--- src/rtl/xbus_term_pkg.sv ---
package xbus_term_pkg;
   typedef enum logic [1:0] {
      XB_IDLE   = 2'd0,
      XB_ACTIVE = 2'd1,
      XB_HOLD   = 2'd2
   } xb_state_t;
endpackage

--- src/rtl/xbus_ack_sync.sv ---
// Multi-stage synchroniser for the asynchronous acknowledge pin.
// The chain is flushed while clr is high, so stale pulses never survive.
module xbus_ack_sync #(
   parameter int STAGES = 2
) (
   input  logic clk,
   input  logic rst_n,
   input  logic clr,
   input  logic d,
   output logic q
);
   if (STAGES < 2) begin : g_bad_stages
      $error("xbus_ack_sync: STAGES must be at least 2");
   end

   logic [STAGES-1:0] chain_q;

   always_ff @(posedge clk or negedge rst_n) begin
      if (!rst_n)   chain_q[0] <= 1'b0;
      else if (clr) chain_q[0] <= 1'b0;
      else          chain_q[0] <= d;
   end

   for (genvar s = 1; s < STAGES; s++) begin : g_stage
      always_ff @(posedge clk or negedge rst_n) begin
         if (!rst_n)   chain_q[s] <= 1'b0;
         else if (clr) chain_q[s] <= 1'b0;
         else          chain_q[s] <= chain_q[s-1];
      end
   end

   assign q = chain_q[STAGES-1];
endmodule

--- src/rtl/xbus_wait_cnt.sv ---
// Down-counter for wait states; expired is high once the count reaches zero.
module xbus_wait_cnt #(
   parameter int WSW = 4
) (
   input  logic           clk,
   input  logic           rst_n,
   input  logic           load,
   input  logic [WSW-1:0] load_val,
   input  logic           run,
   output logic           expired
);
   if (WSW < 1 || WSW > 16) begin : g_bad_wsw
      $error("xbus_wait_cnt: WSW out of range 1..16");
   end

   logic [WSW-1:0] cnt_q;

   always_ff @(posedge clk or negedge rst_n) begin
      if (!rst_n)                     cnt_q <= '0;
      else if (load)                  cnt_q <= load_val;
      else if (run && cnt_q != '0)    cnt_q <= cnt_q - 1'b1;
   end

   assign expired = (cnt_q == '0);
endmodule

--- src/rtl/xbus_term.sv ---
module xbus_term
   import xbus_term_pkg::*;
#(
   parameter int AW          = 16,
   parameter int DW          = 16,
   parameter int WSW         = 4,
   parameter int SYNC_STAGES = 2
) (
   input  logic           clk,
   input  logic           rst_n,
   input  logic           req_valid,
   input  logic           req_write,
   input  logic [AW-1:0]  req_addr,
   input  logic [DW-1:0]  req_wdata,
   output logic           req_ready,
   output logic           rsp_done,
   output logic [DW-1:0]  rsp_rdata,
   input  logic           cfg_auto_ack,
   input  logic [WSW-1:0] cfg_wait,
   output logic           bus_cs_n,
   output logic           bus_rnw,
   output logic [AW-1:0]  bus_addr,
   input  logic           bus_ack_in,
   input  logic [DW-1:0]  bus_data_in,
   output logic [DW-1:0]  bus_data_out,
   output logic           bus_data_oe
);
   if (AW < 1 || DW < 1) begin : g_bad_width
      $error("xbus_term: AW and DW must be positive");
   end

   xb_state_t      st_q;
   logic           wr_q;
   logic           auto_q;
   logic [AW-1:0]  addr_q;
   logic [DW-1:0]  wdata_q;
   logic [DW-1:0]  rdata_q;
   logic           done_q;

   logic active, accept, ext_sync, ext_ack, wait_done, int_ack, ack_hit;

   assign active = (st_q == XB_ACTIVE);
   assign accept = req_valid && (st_q == XB_IDLE);

   xbus_ack_sync #(.STAGES(SYNC_STAGES)) u_sync (
      .clk   (clk),
      .rst_n (rst_n),
      .clr   (!active),
      .d     (bus_ack_in),
      .q     (ext_sync)
   );

   xbus_wait_cnt #(.WSW(WSW)) u_wait (
      .clk      (clk),
      .rst_n    (rst_n),
      .load     (accept),
      .load_val (cfg_wait),
      .run      (active),
      .expired  (wait_done)
   );

   assign ext_ack = active && ext_sync;
   assign int_ack = active && auto_q && wait_done;
   assign ack_hit = ext_ack || int_ack;

   always_ff @(posedge clk or negedge rst_n) begin
      if (!rst_n) begin
         st_q    <= XB_IDLE;
         wr_q    <= 1'b0;
         auto_q  <= 1'b0;
         addr_q  <= '0;
         wdata_q <= '0;
      end else begin
         unique case (st_q)
            XB_IDLE: if (accept) begin
               st_q    <= XB_ACTIVE;
               wr_q    <= req_write;
               auto_q  <= cfg_auto_ack;
               addr_q  <= req_addr;
               wdata_q <= req_wdata;
            end
            XB_ACTIVE: if (ack_hit) st_q <= wr_q ? XB_HOLD : XB_IDLE;
            XB_HOLD:   st_q <= XB_IDLE;
            default:   st_q <= XB_IDLE;
         endcase
      end
   end

   always_ff @(posedge clk or negedge rst_n) begin
      if (!rst_n) begin
         rdata_q <= '0;
         done_q  <= 1'b0;
      end else begin
         done_q <= ack_hit;
         if (ack_hit && !wr_q) rdata_q <= bus_data_in;
      end
   end

   assign req_ready    = (st_q == XB_IDLE);
   assign rsp_done     = done_q;
   assign rsp_rdata    = rdata_q;
   assign bus_cs_n     = !active;
   assign bus_rnw      = !wr_q;
   assign bus_addr     = addr_q;
   assign bus_data_out = wdata_q;
   assign bus_data_oe  = wr_q && (st_q != XB_IDLE);
endmodule

--- config.mk ---
export PLATFORM = sky130hd
export DESIGN_NAME = xbus_term
export DESIGN_NICKNAME = d
export VERILOG_FILES = /design/src/rtl/xbus_term_pkg.sv /design/src/rtl/xbus_ack_sync.sv /design/src/rtl/xbus_wait_cnt.sv /design/src/rtl/xbus_term.sv
export SDC_FILE = /design/constraint.sdc
export NUM_CORES = 1
export LEC_CHECK = 0
export ABC_AREA = 1
export BUFFER_PORTS_ARGS = -buffer_cell sky130_fd_sc_hd__buf_2
export CORE_MARGIN = 4
export CORE_UTILIZATION = 50
export CTS_CLUSTER_SIZE = 16
export DETAILED_ROUTE_END_ITERATION = 10
export PLACE_DENSITY = 0.82
export SYNTH_ARGS = -nofsm -noshare
export SYNTH_HDL_FRONTEND = slang
export SYNTH_HIERARCHICAL = 1
export SYNTH_SLANG_ARGS = --single-unit
--- constraint.sdc ---
create_clock -name clk -period 3.2 [get_ports clk]
set_input_delay 0.48 -clock clk [delete_from_list [all_inputs] [get_ports clk]]
set_output_delay 0.48 -clock clk [all_outputs]
set_load 0.05 [all_outputs]
# --- Word-level counts from Yosys, hierarchy flattened ---
# Cells that the tools add are included.
totals:
  in_bits: 58
  ff_bits: 59
  out_inout_bits: 53
classes:
  n_reduce_logical: 17
  eq_ne: 3
  muxes: 8
  addsub: 1
op_table:
  columns: ["cell", "n"]
  rows:
  - ["2-to-1 mux 4 bit", 2]
  - ["logical AND 1 bit", 7]
  - ["2-to-1 mux 2 bit", 3]
  - ["zero test 4 bit", 1]
  - ["!= test 2 x 1 -> 1 bit, second input constant", 2]
  - ["case mux 2 bit (2 select lines)", 1]
  - ["AND reduction 2 bit", 2]
  - ["nonzero test 2 bit", 2]
  - ["nonzero test 4 bit", 1]
  - ["subtractor 4 x 1 -> 4 bit, second input constant", 1]
  - ["equality test 2 x 1 -> 1 bit, second input constant", 1]
  - ["zero test 1 bit", 2]
  - ["zero test 2 bit", 1]
  - ["2-to-1 mux 1 bit", 2]
  - ["logical OR 1 bit", 1]

# --- Logic depth before layout (Yosys ltp) ---
# Gate-level depths: netlist of run 1.
logic_depth:
  ltp_word: 6
  depth_mapped: 10

# --- Cells and area by module ---
# The synthesis of run 1 kept the hierarchy.
modules_own_cells:
  columns: ["mod", "area_per_inst_um2", "cells_each", "seq_area_each_um2", "instances"]
  rows:
  - ["xbus_term", 2160.8, 230, 1326.3, 1]
  - ["xbus_wait_cnt", 295.3, 46, 100.1, 1]
  - ["xbus_ack_sync", 65.1, 6, 50.0, 1]

# --- Least setup slack after synthesis of run 1 ---
# No wires, ideal clock.
synth_timing:
  path_kind: "reg2out"
  startpoint: "register wr_q"
  endpoint: "output bus_data_oe"
  path_stages_with_launch: 4
  n_path_buf: 1
  setup_slack_ps: 1453
  required_time_ps: 2720
  t_arrival_ps: 1267
  path_cell_list: "dfrtp_1 inv_1 clkbuf_8 nor2_1"
synth_via:
  elab_chain_cells: 1
synth_lines:
  columns: ["element", "line_no", "source"]
  rows:
  - ["start: declaration", "xbus_term.sv:33", "logic wr_q;"]
  - ["start signal: assignment", "xbus_term.sv:77", "wr_q <= req_write;"]
  - ["logical AND 1 bit", "xbus_term.sv:106", "assign bus_data_oe = wr_q && (st_q != XB_IDLE);"]
  - ["end: declaration", "xbus_term.sv:26", "output logic bus_data_oe"]
# Every way passes these cells.

# --- Worst setup path in the final report of run 1 ---
layout_timing:
  startpoint: "register st_q[1]"
  endpoint: "output bus_cs_n"
layout_via:
  elab_chain_cells: 2
layout_lines:
  columns: ["element", "line_no", "source"]
  rows:
  - ["start: declaration", "xbus_term.sv:32", "xb_state_t st_q;"]
  - ["start signal: assignment", "xbus_term.sv:82", "XB_ACTIVE: if (ack_hit) st_q <= wr_q ? XB_HOLD : XB_IDLE;"]
  - ["equality test 2 x 1 -> 1 bit", "xbus_term.sv:42", "assign active = (st_q == XB_ACTIVE);"]
  - ["zero test 1 bit", "xbus_term.sv:102", "assign bus_cs_n = !active;"]
  - ["end: declaration", "xbus_term.sv:20", "output logic bus_cs_n,"]
# Every way passes these cells.

==> impl_metrics.csv, run 1 <==
group,metric,value,unit
synth,ys_seq_area_frac,0.586,
synth,avgSynthCellArea,8.94,µm²
global_route,grt_pass1_wl,9250,µm
worst_setup_path,crit_type,"reg2out",
synth,yosysMostFrequentCell,"nand2_1",
cells_and_area,syn2layout_area_growth,29.0,%
clock_network,htree_levels,3,
worst_setup_path,cp.depth,3,
run,max_cap_viol_count,0,
worst_setup_path,reg2reg_slack,1400,ps
outcome,outcome,"complete, no violations",
timing,setup_viol,0,
cells_and_area,num_antenna_cells,0,
placed_design,globalplace.congestion,0.817,
synth,synth_seq_cells,59,
placed_design,port_buffers,110,
clock_network,clkSinkCount,59,
timing,setup_tns,0,ps
floorplanning,rows,25,
clock_network,cts_tree,"yes",
clock_network,cts_hold_buf,0,
floorplanning,die_h,79.0,µm
timing,maxSlewViolCount,0,
synth,synth-edff-count,0,
clock_network,root_buffer,"clkbuf_8",
drt,viasPerCell,4.66,
drt,drt_iter0_drc,88,
synth,synth_top_area_frac,0.586,
floorplanning,initial_core_util,0.523,
worst_setup_path,max_stage_delay,460,ps
clock_network,numCtsBuffers,9,
cells_and_area,nFillCells,396,
worst_setup_path,arrival,1630,ps
global_route,grt_max_degree,44,
worst_setup_path,r2r-end,"rsp_rdata[4]",
clock_network,cts_setup_buffers,0,
floorplanning,core,0.00482,mm²
timing,fmax,474,MHz
worst_setup_path,path_cells,"nor2_4 -> inv_1 -> buf_2",
synth,synth_area,0.00252,mm²
floorplanning,die_w,79.0,µm
worst_setup_path,cp.required,2720,ps
floorplanning,die_area,0.00624,mm²
synth,synth_nets,341,
synth,synth_cells,282,
worst_setup_path,cp_slowest_cell,"nor2_4",
synth,yosys-top-cells-count,"nand2_1, dfrtp_1, nand4_1, inv_1",
worst_setup_path,cp_top_family,"simple AND/OR/NAND/NOR gates",
synth,ys.flop_type,"dfrtp_1",
min_path,holdCritPathClass,"in2async",
clock_network,ctsResizeCount,0,
global_route,gr-total-overflow,0,
drt,antenna_left,0,
worst_setup_path,path_buf_inv,2,
timing,final.setup_skew,9.59,ps
timing,slew_headroom,0.469,
timing,hold_viol,0,
worst_setup_path,cp-start-kind,"flop",
placed_design,dpl.hpwl,4040,µm
clock_network,cts.clk_slew.worst_paths,70,ps
drt,wl_per_cell,12.2,µm
worst_setup_path,regToRegStartpoint,"u_wait/cnt_q[0]",
global_route,antenna_found_initial,1,
timing,layout_min_cycle_time,2110,ps
drt,totalWireLength,5680,µm
cells_and_area,nets,452,
worst_setup_path,worst_setup_path_end_kind,"primary output",
synth,ys_warn_count,6,
synth,synth-async-reset-ratio,1.00,
timing,worst_pin_slew,797,ps
cells_and_area,final_layout_size_suffix_gt1_frac,0.352,
clock_network,clk_path_buf_depth,2,
timing,min_period_over_period,0.659,
synth,yosysTopAreaCell,"dfrtp_1",
worst_setup_path,r2r_cells,9,
synth,yosys-top-cells-area,"dfrtp_1, nand2_1, nand4_1",
clock_network,worstSkewPairLatency,320,ps
global_route,globalRouteTotalUtil,0.189,
synth,synth_cell_types,22,
global_route,grt_pass1_vias,2138,
worst_setup_path,crit_fanout,21,
drt,drc,0,
floorplanning,num_io_pins,111,
drt,vias,2168,
timing,rsz0062_at_grt,"no",
drt,drtPass1Iterations,5,
==> logic make-up (layout without fill, tap and decap cells) <==
family,after synthesis,in the layout,share of synthesized area
simple gates,191,191,0.326
fa+ha+maj,1,1,0.00496
buf+inv,27,143,0.0754
flops,59,59,0.586
compound gates,4,4,0.00794
==> flip-flops by register name, indices dropped and copies added, names as in the netlist <==
signal	flops
rsp_rdata	16
u_sync/chain_q	1
rsp_done	1
bus_data_out	16
u_wait/cnt_q	4
bus_addr	16
st_q	2
wr_q	1
u_sync/q	1
auto_q	1
==> cell type report <==
class / count / area, µm² / share of cell area
sequential: 59 / 1480 / 0.454
multi-input combinational: 196 / 855 / 0.263
timing repair buffer: 112 / 566 / 0.174
clock buffer: 12 / 165 / 0.0508
tap: 67 / 83.8 / 0.0258
inverter: 15 / 58.8 / 0.0181
clock inverter: 4 / 47.5 / 0.0146
==> per-stage QoR <==
step | cells | cell area (µm²) | hold WS [ps] | setup slack [ps] | util
after floorplan | 282 | 2520 | 184 | 1450 | -
after global placement | 449 | 3040 | 444 | 1450 | 0.631
after detailed placement | 449 | 3040 | 445 | 1430 | 0.631
after CTS | 465 | 3250 | 261 | 1080 | 0.675
after global routing | 465 | 3250 | 311 | 982 | 0.675
final | 465 | 3250 | 246 | 1090 | 0.675
==> layout by cell type (no fill, tap or decap), types with 3 or more instances in the layout <==
cell type  Yosys  routed
clkbuf_8       1      12
nand2_2        3       3
nor2_1         6       6
inv_1         11      11
nand4_1       16      16
nand2_1      155     155
nand3_1        3       3
buf_2          3     110
o21ai_0        4       4
dfrtp_1       59      59
==> worst register-to-register path, cell delays in order, from the launching register on <==
cell and delay, ps:
dfrtp_1 390, inv_1 100, ha_1 220, nand2_2 100, inv_1 70, nand2_1 60, nand2_2 290, nand3_4 260
nand2_1 140, nand2_1 60
==> routing by layer <==
layer | GRT usage | share of wire | vias to the layer above
met4 | 0.0928 | 0.015 | 2
li1 | - | - | 1097
met2 | 0.302 | 0.46 | 88
met5 | 0 | 0.0023 | -
met1 | 0.237 | 0.44 | 971
met3 | 0.0510 | 0.082 | 10
==> worst max path at each step <==
stage | startpoint | endpoint
after detailed placement | u_wait/cnt_q[0] | rsp_rdata[10]
after global routing | st_q[1] | bus_cs_n
after CTS | st_q[1] | bus_cs_n
after floorplan | wr_q | bus_data_oe
after global placement | st_q[1] | bus_cs_n
final | st_q[1] | bus_cs_n
Power of run 1 is left out: the tool's default activity adds up to more than one toggle a clock period on the data nets, which glitch-free logic cannot reach.
==> inputs of run 2 (changes only) <==
CORE_UTILIZATION = 42   (was 50)
PLACE_DENSITY = 0.73   (was 0.82)
clock period = 1.7 ns   (was 3.2 ns; I/O delays follow)
==> impl_metrics.csv, run 2 (synthesis gave the netlist of run 1 again) <==
group,metric,value,unit
placed_design,port_buffers,110,
cells_and_area,seq_area,0.00148,mm²
clock_network,ctsResizeCount,0,
worst_setup_path,regToRegStartpoint,"u_wait/cnt_q[0]",
global_route,grt_max_degree,60,
timing,maxSlewViolCount,0,
global_route,grt_pass1_vias,2162,
drt,antenna_left,0,
cells_and_area,final_layout_size_suffix_gt1_frac,0.354,
timing,fmax,648,MHz
clock_network,cts_setup_buffers,0,
clock_network,cts.clk_slew.worst_paths,70,ps
worst_setup_path,cp-start-kind,"flop",
placed_design,dpl.hpwl,4200,µm
timing,setup_viol,0,
floorplanning,num_io_pins,111,
clock_network,cts_hold_buf,1,
worst_setup_path,r2r-end,"rsp_rdata[1]",
floorplanning,rows,27,
global_route,globalRouteTotalUtil,0.169,
clock_network,clkSinkCount,59,
floorplanning,core,0.00568,mm²
floorplanning,die_w,85.5,µm
worst_setup_path,arrival,1290,ps
drt,wl_per_cell,12.5,µm
cells_and_area,num_antenna_cells,0,
timing,rsz0062_at_grt,"no",
placed_design,dp_cells,459,
clock_network,numCtsBuffers,9,
worst_setup_path,crit_end,"bus_rnw",
timing,layout_min_cycle_time,1540,ps
placed_design,globalplace.congestion,0.749,
cells_and_area,multi_input_area,855,µm²
timing,final.setup_skew,13.6,ps
cells_and_area,layout_common_cells,"nand2_1, buf_2, dfrtp_1",
drt,viasPerCell,4.55,
cells_and_area,nFillCells,557,
drt,vias,2165,
cells_and_area,layoutNonFillerInstCount,476,
floorplanning,die_area,0.00731,mm²
worst_setup_path,cp.required,1440,ps
worst_setup_path,worst_setup_path_end_kind,"primary output",
clock_network,root_buffer,"clkbuf_8",
global_route,gr-total-overflow,0,
worst_setup_path,crit_fanout,9,
clock_network,htree_levels,3,
timing,hold_viol,0,
timing,setup_tns,0,ps
drt,drtPass1Iterations,4,
clock_network,cts_tree,"yes",
global_route,grt_pass1_wl,9940,µm
cells_and_area,nets,458,
min_path,holdCritPathClass,"in2reg",
worst_setup_path,reg2reg_slack,180,ps
worst_setup_path,r2r_cells,9,
floorplanning,die_h,85.5,µm
floorplanning,initial_core_util,0.444,
timing,slew_headroom,0.765,
timing,fin_hold_ws,119,ps
timing,worst_pin_slew,353,ps
outcome,outcome,"complete, no violations",
cells_and_area,final_common_cell,"nand2_1",
worst_setup_path,critPathLaunch,"wr_q",
worst_setup_path,crit_type,"reg2out",
drt,drt_iter0_drc,82,
clock_network,worstSkewPairLatency,320,ps
drt,totalWireLength,5940,µm
global_route,antenna_found_initial,0,
clock_network,clk_path_buf_depth,2,
timing,min_period_over_period,0.908,
cells_and_area,syn2layout_area_growth,29.6,%
drt,drc,0,
run,max_cap_viol_count,0,
run 2: cell types whose count changed in the layout (fill, tap and decap cells not counted):
cell	before	now
clkbuf_8	12	9
buf_12	0	1
clkinv_2	2	3
dlygate4sd3_1	0	1
clkinvlp_4	1	2
buf_4	2	6
clkbuf_1	0	2
bufinv_16	1	0
run 2: metrics by stage:
stage,setup slack (ps),area [µm²],utilization
floorplan,168,2520,-
CTS,133,3270,0.576
detailed placement,179,3100,0.545
global route,32.9,3270,0.576
global placement,261,3100,0.545
finish,156,3270,0.576
run 2: layer usage:
layer	GRT usage	wire [µm]	vias to the layer above
li1	-	-	1106
met5	0	0	-
met1	0.221	2750	973
met4	0.0561	40	0
met2	0.273	2680	81
met3	0.0456	472	5
run 2: worst min-delay path by stage:
stage                 start           end  slack (ps)  cells past startpoint
2_1_floorplan         rst_n        auto_q         -40                      0
3_3_place_gp          rst_n   bus_addr[5]         280                      2
3_5_place_dp          rst_n   bus_addr[3]         280                      2
4_1_cts        req_addr[13]  bus_addr[13]         100                      3
5_1_grt        req_addr[12]  bus_addr[12]         110                      3
6_report       req_addr[12]  bus_addr[12]         120                      3
run 2: layout make-up:
| class | instances | share of cell area |
|---|---|---|
| Inverter | 15 | 0.0180 |
| Sequential cell | 59 | 0.452 |
| Multi-Input combinational cell | 196 | 0.262 |
| Clock inverter | 5 | 0.00919 |
| Tap cell | 72 | 0.0276 |
| Clock buffer | 11 | 0.0402 |
| Timing Repair Buffer | 118 | 0.191 |
run 2: worst max-delay path, cell delays in order, from the launching register on:
cell     delay [ps]
dfrtp_1         360
inv_1           270
buf_2           340
Power of run 2 is left out for the same reason.
==> inputs of run 3 (changes only) <==
ABC_AREA = 0   (was 1)
CORE_UTILIZATION = 46   (was 42)
PLACE_DENSITY = 0.77   (was 0.73)
clock period = 1.6 ns   (was 1.7 ns; I/O delays follow)
==> impl_metrics.csv, run 3 <==
group,metric,value,unit
drt,antenna_left,0,
floorplanning,die_area,0.00637,mm²
synth,synth-async-reset-ratio,1.00,
synth,ys_warn_count,6,
outcome,violations,"negative setup slack",
worst_setup_path,arrival,2050,ps
drt,viasPerCell,4.72,
global_route,globalRouteTotalUtil,0.178,
synth,synth_nets,210,
global_route,grt_pass1_vias,1722,
floorplanning,rows,25,
global_route,grt_pass1_wl,8450,µm
clock_network,cts_tree,"yes",
synth,ys.flop_type,"dfrtp_1",
cells_and_area,utilization,0.709,
worst_setup_path,worst_setup_path_end_kind,"flop",
global_route,gr-total-overflow,0,
cells_and_area,layout_common_cells,"buf_2, dfrtp_1, mux2_4",
worst_setup_path,cp.required,1800,ps
timing,hold_viol,0,
timing,slew_headroom,0.794,
outcome,outcome,"finished with violations",
synth,synth_cell_types,28,
floorplanning,die_w,79.8,µm
worst_setup_path,path_cells,"inv_1 -> ha_2 -> nor3b_4 -> a21oi_2 -> or3_4 -> buf_12 -> mux2_4",
timing,layout_min_cycle_time,1850,ps
clock_network,worstSkewPairLatency,320,ps
synth,yosys-top-cells-area,"dfrtp_1, mux2_2, mux2_4",
synth,synth_seq_cells,59,
global_route,grt_max_degree,60,
timing,maxSlewViolCount,0,
placed_design,globalplace.congestion,0.771,
cells_and_area,num_antenna_cells,0,
floorplanning,die_h,79.8,µm
global_route,antenna_found_initial,0,
cells_and_area,nFillCells,343,
cells_and_area,multi_input_area,948,µm²
placed_design,dpl.hpwl,4020,µm
floorplanning,initial_core_util,0.490,
cells_and_area,syn2layout_area_growth,44.9,%
worst_setup_path,cp_slowest_cell,"dfrtp_1",
drt,drc,0,
synth,synth-edff-count,0,
timing,finalWorstSetupSlack,-249,ps
drt,drt_iter0_drc,66,
timing,worst_pin_slew,309,ps
clock_network,clkSinkCount,59,
clock_network,htree_levels,3,
synth,ys_seq_area_frac,0.622,
floorplanning,num_io_pins,111,
placed_design,port_buffers,110,
synth,yosysTopAreaCell,"dfrtp_1",
placed_design,pre_cts_ws,-257,ps
floorplanning,core,0.00485,mm²
timing,setup_viol,16,
worst_setup_path,crit_fanout,16,
worst_setup_path,cp-start-kind,"flop",
min_path,holdCritPathClass,"in2reg",
clock_network,clk_path_buf_depth,2,
worst_setup_path,crit_type,"reg2reg",
cells_and_area,seq_area,0.00148,mm²
drt,vias,1677,
synth,synth_top_area_frac,0.622,
drt,drtPass1Iterations,4,
timing,fmax,541,MHz
cells_and_area,nets,343,
timing,min_period_over_period,1.16,
clock_network,numCtsBuffers,9,
timing,final.setup_skew,4.38,ps
worst_setup_path,max_stage_delay,390,ps
clock_network,cts.clk_slew.worst_paths,60,ps
clock_network,root_buffer,"clkbuf_8",
synth,synth_area,0.00237,mm²
cells_and_area,final_common_cell,"buf_2",
synth,synth_cells,151,
drt,wl_per_cell,15.3,µm
synth,yosys-top-cells-count,"dfrtp_1, mux2_2, mux2_4, inv_1, buf_2",
synth,avgSynthCellArea,15.7,µm²
drt,totalWireLength,5450,µm
timing,rsz0062_at_grt,"yes",
cells_and_area,final_layout_size_suffix_gt1_frac,0.698,
run,max_cap_viol_count,0,
synth,yosysMostFrequentCell,"dfrtp_1",
-- run 3: cell count changes after synthesis, moves of 4 or more --
cell / delta
mux2_2: +40
nand2_1: -152
mux2_4: +10
nand4_1: -16
inv_1: -6
buf_6: -4
-- run 3: area by class of cell --
class / count / share of cell area
Tap cell: 67 / 0.0244
Multi-Input combinational cell: 80 / 0.276
Inverter: 5 / 0.00546
Clock buffer: 13 / 0.0491
Sequential cell: 59 / 0.429
Clock inverter: 2 / 0.00291
Timing Repair Buffer: 129 / 0.213
-- run 3: path summary, 6_finish.rpt --
| kind | startpoint | endpoint | slack (ps) | cells past startpoint |
|---|---|---|---|---|
| worst max-delay path | u_wait/cnt_q[1] | rsp_rdata[11] | -250 | 7 |
| worst min-delay path | cfg_wait[1] | u_wait/cnt_q[1] | 130 | 3 |
| worst max register to register | u_wait/cnt_q[1] | rsp_rdata[11] | -250 | 7 |
| worst min register to register | rsp_rdata[4] | rsp_rdata[4] | 500 | 1 |
| max in group asynchronous | rst_n | bus_addr[10] | 900 | 3 |
| min in group asynchronous | rst_n | bus_addr[11] | 440 | 3 |
-- run 3: logic make-up after synthesis --
| group | Yosys count | synth area share |
|---|---|---|
| compound gates | 9 | 0.0279 |
| flops | 59 | 0.622 |
| mux | 50 | 0.253 |
| buf+inv | 12 | 0.0343 |
| fa+ha+maj | 1 | 0.00527 |
| simple gates | 20 | 0.0575 |
-- run 3: what timing repair did --
item                                    4_1_cts  5_1_grt
resized for setup                             1        0
endpoints found under the hold margin        59        0
hold buffers                                  1        0
setup buffers                                 0        3
pin swaps                                     0        1
endpoints found under the setup margin       16       19
-- run 3: stage by stage --
stage | setup TNS [ps] | instance area (µm²) | hold WS (ps) | cells
floorplan | -6880 | 2540 | -55.6 | 151
global placement | -2860 | 3220 | 266 | 336
detailed placement | -3890 | 3220 | 272 | 336
CTS | -3700 | 3420 | 117 | 352
global route | -4510 | 3440 | 122 | 355
finish | -3660 | 3440 | 130 | 355
-- run 3: metal layers --
metal	wire length, µm	vias to the layer above	track usage
li1	-	790	-
met1	2330	818	0.219
met2	2650	62	0.289
met3	395	7	0.0609
met4	72	0	0.0709
met5	0	-	0
-- run 3: worst max-delay path: cells and delay by family, from the launching register on --
kind                     cells  cell delay, ps
flip-flops                   1             390
AO/OA/AOI/OAI                1              90
adder cells (fa/ha/maj)      1             170
AND/OR/NAND/NOR              2             540
buffers and inverters        2             230
multiplexers                 1             300
Power of run 3 is left out for the same reason.
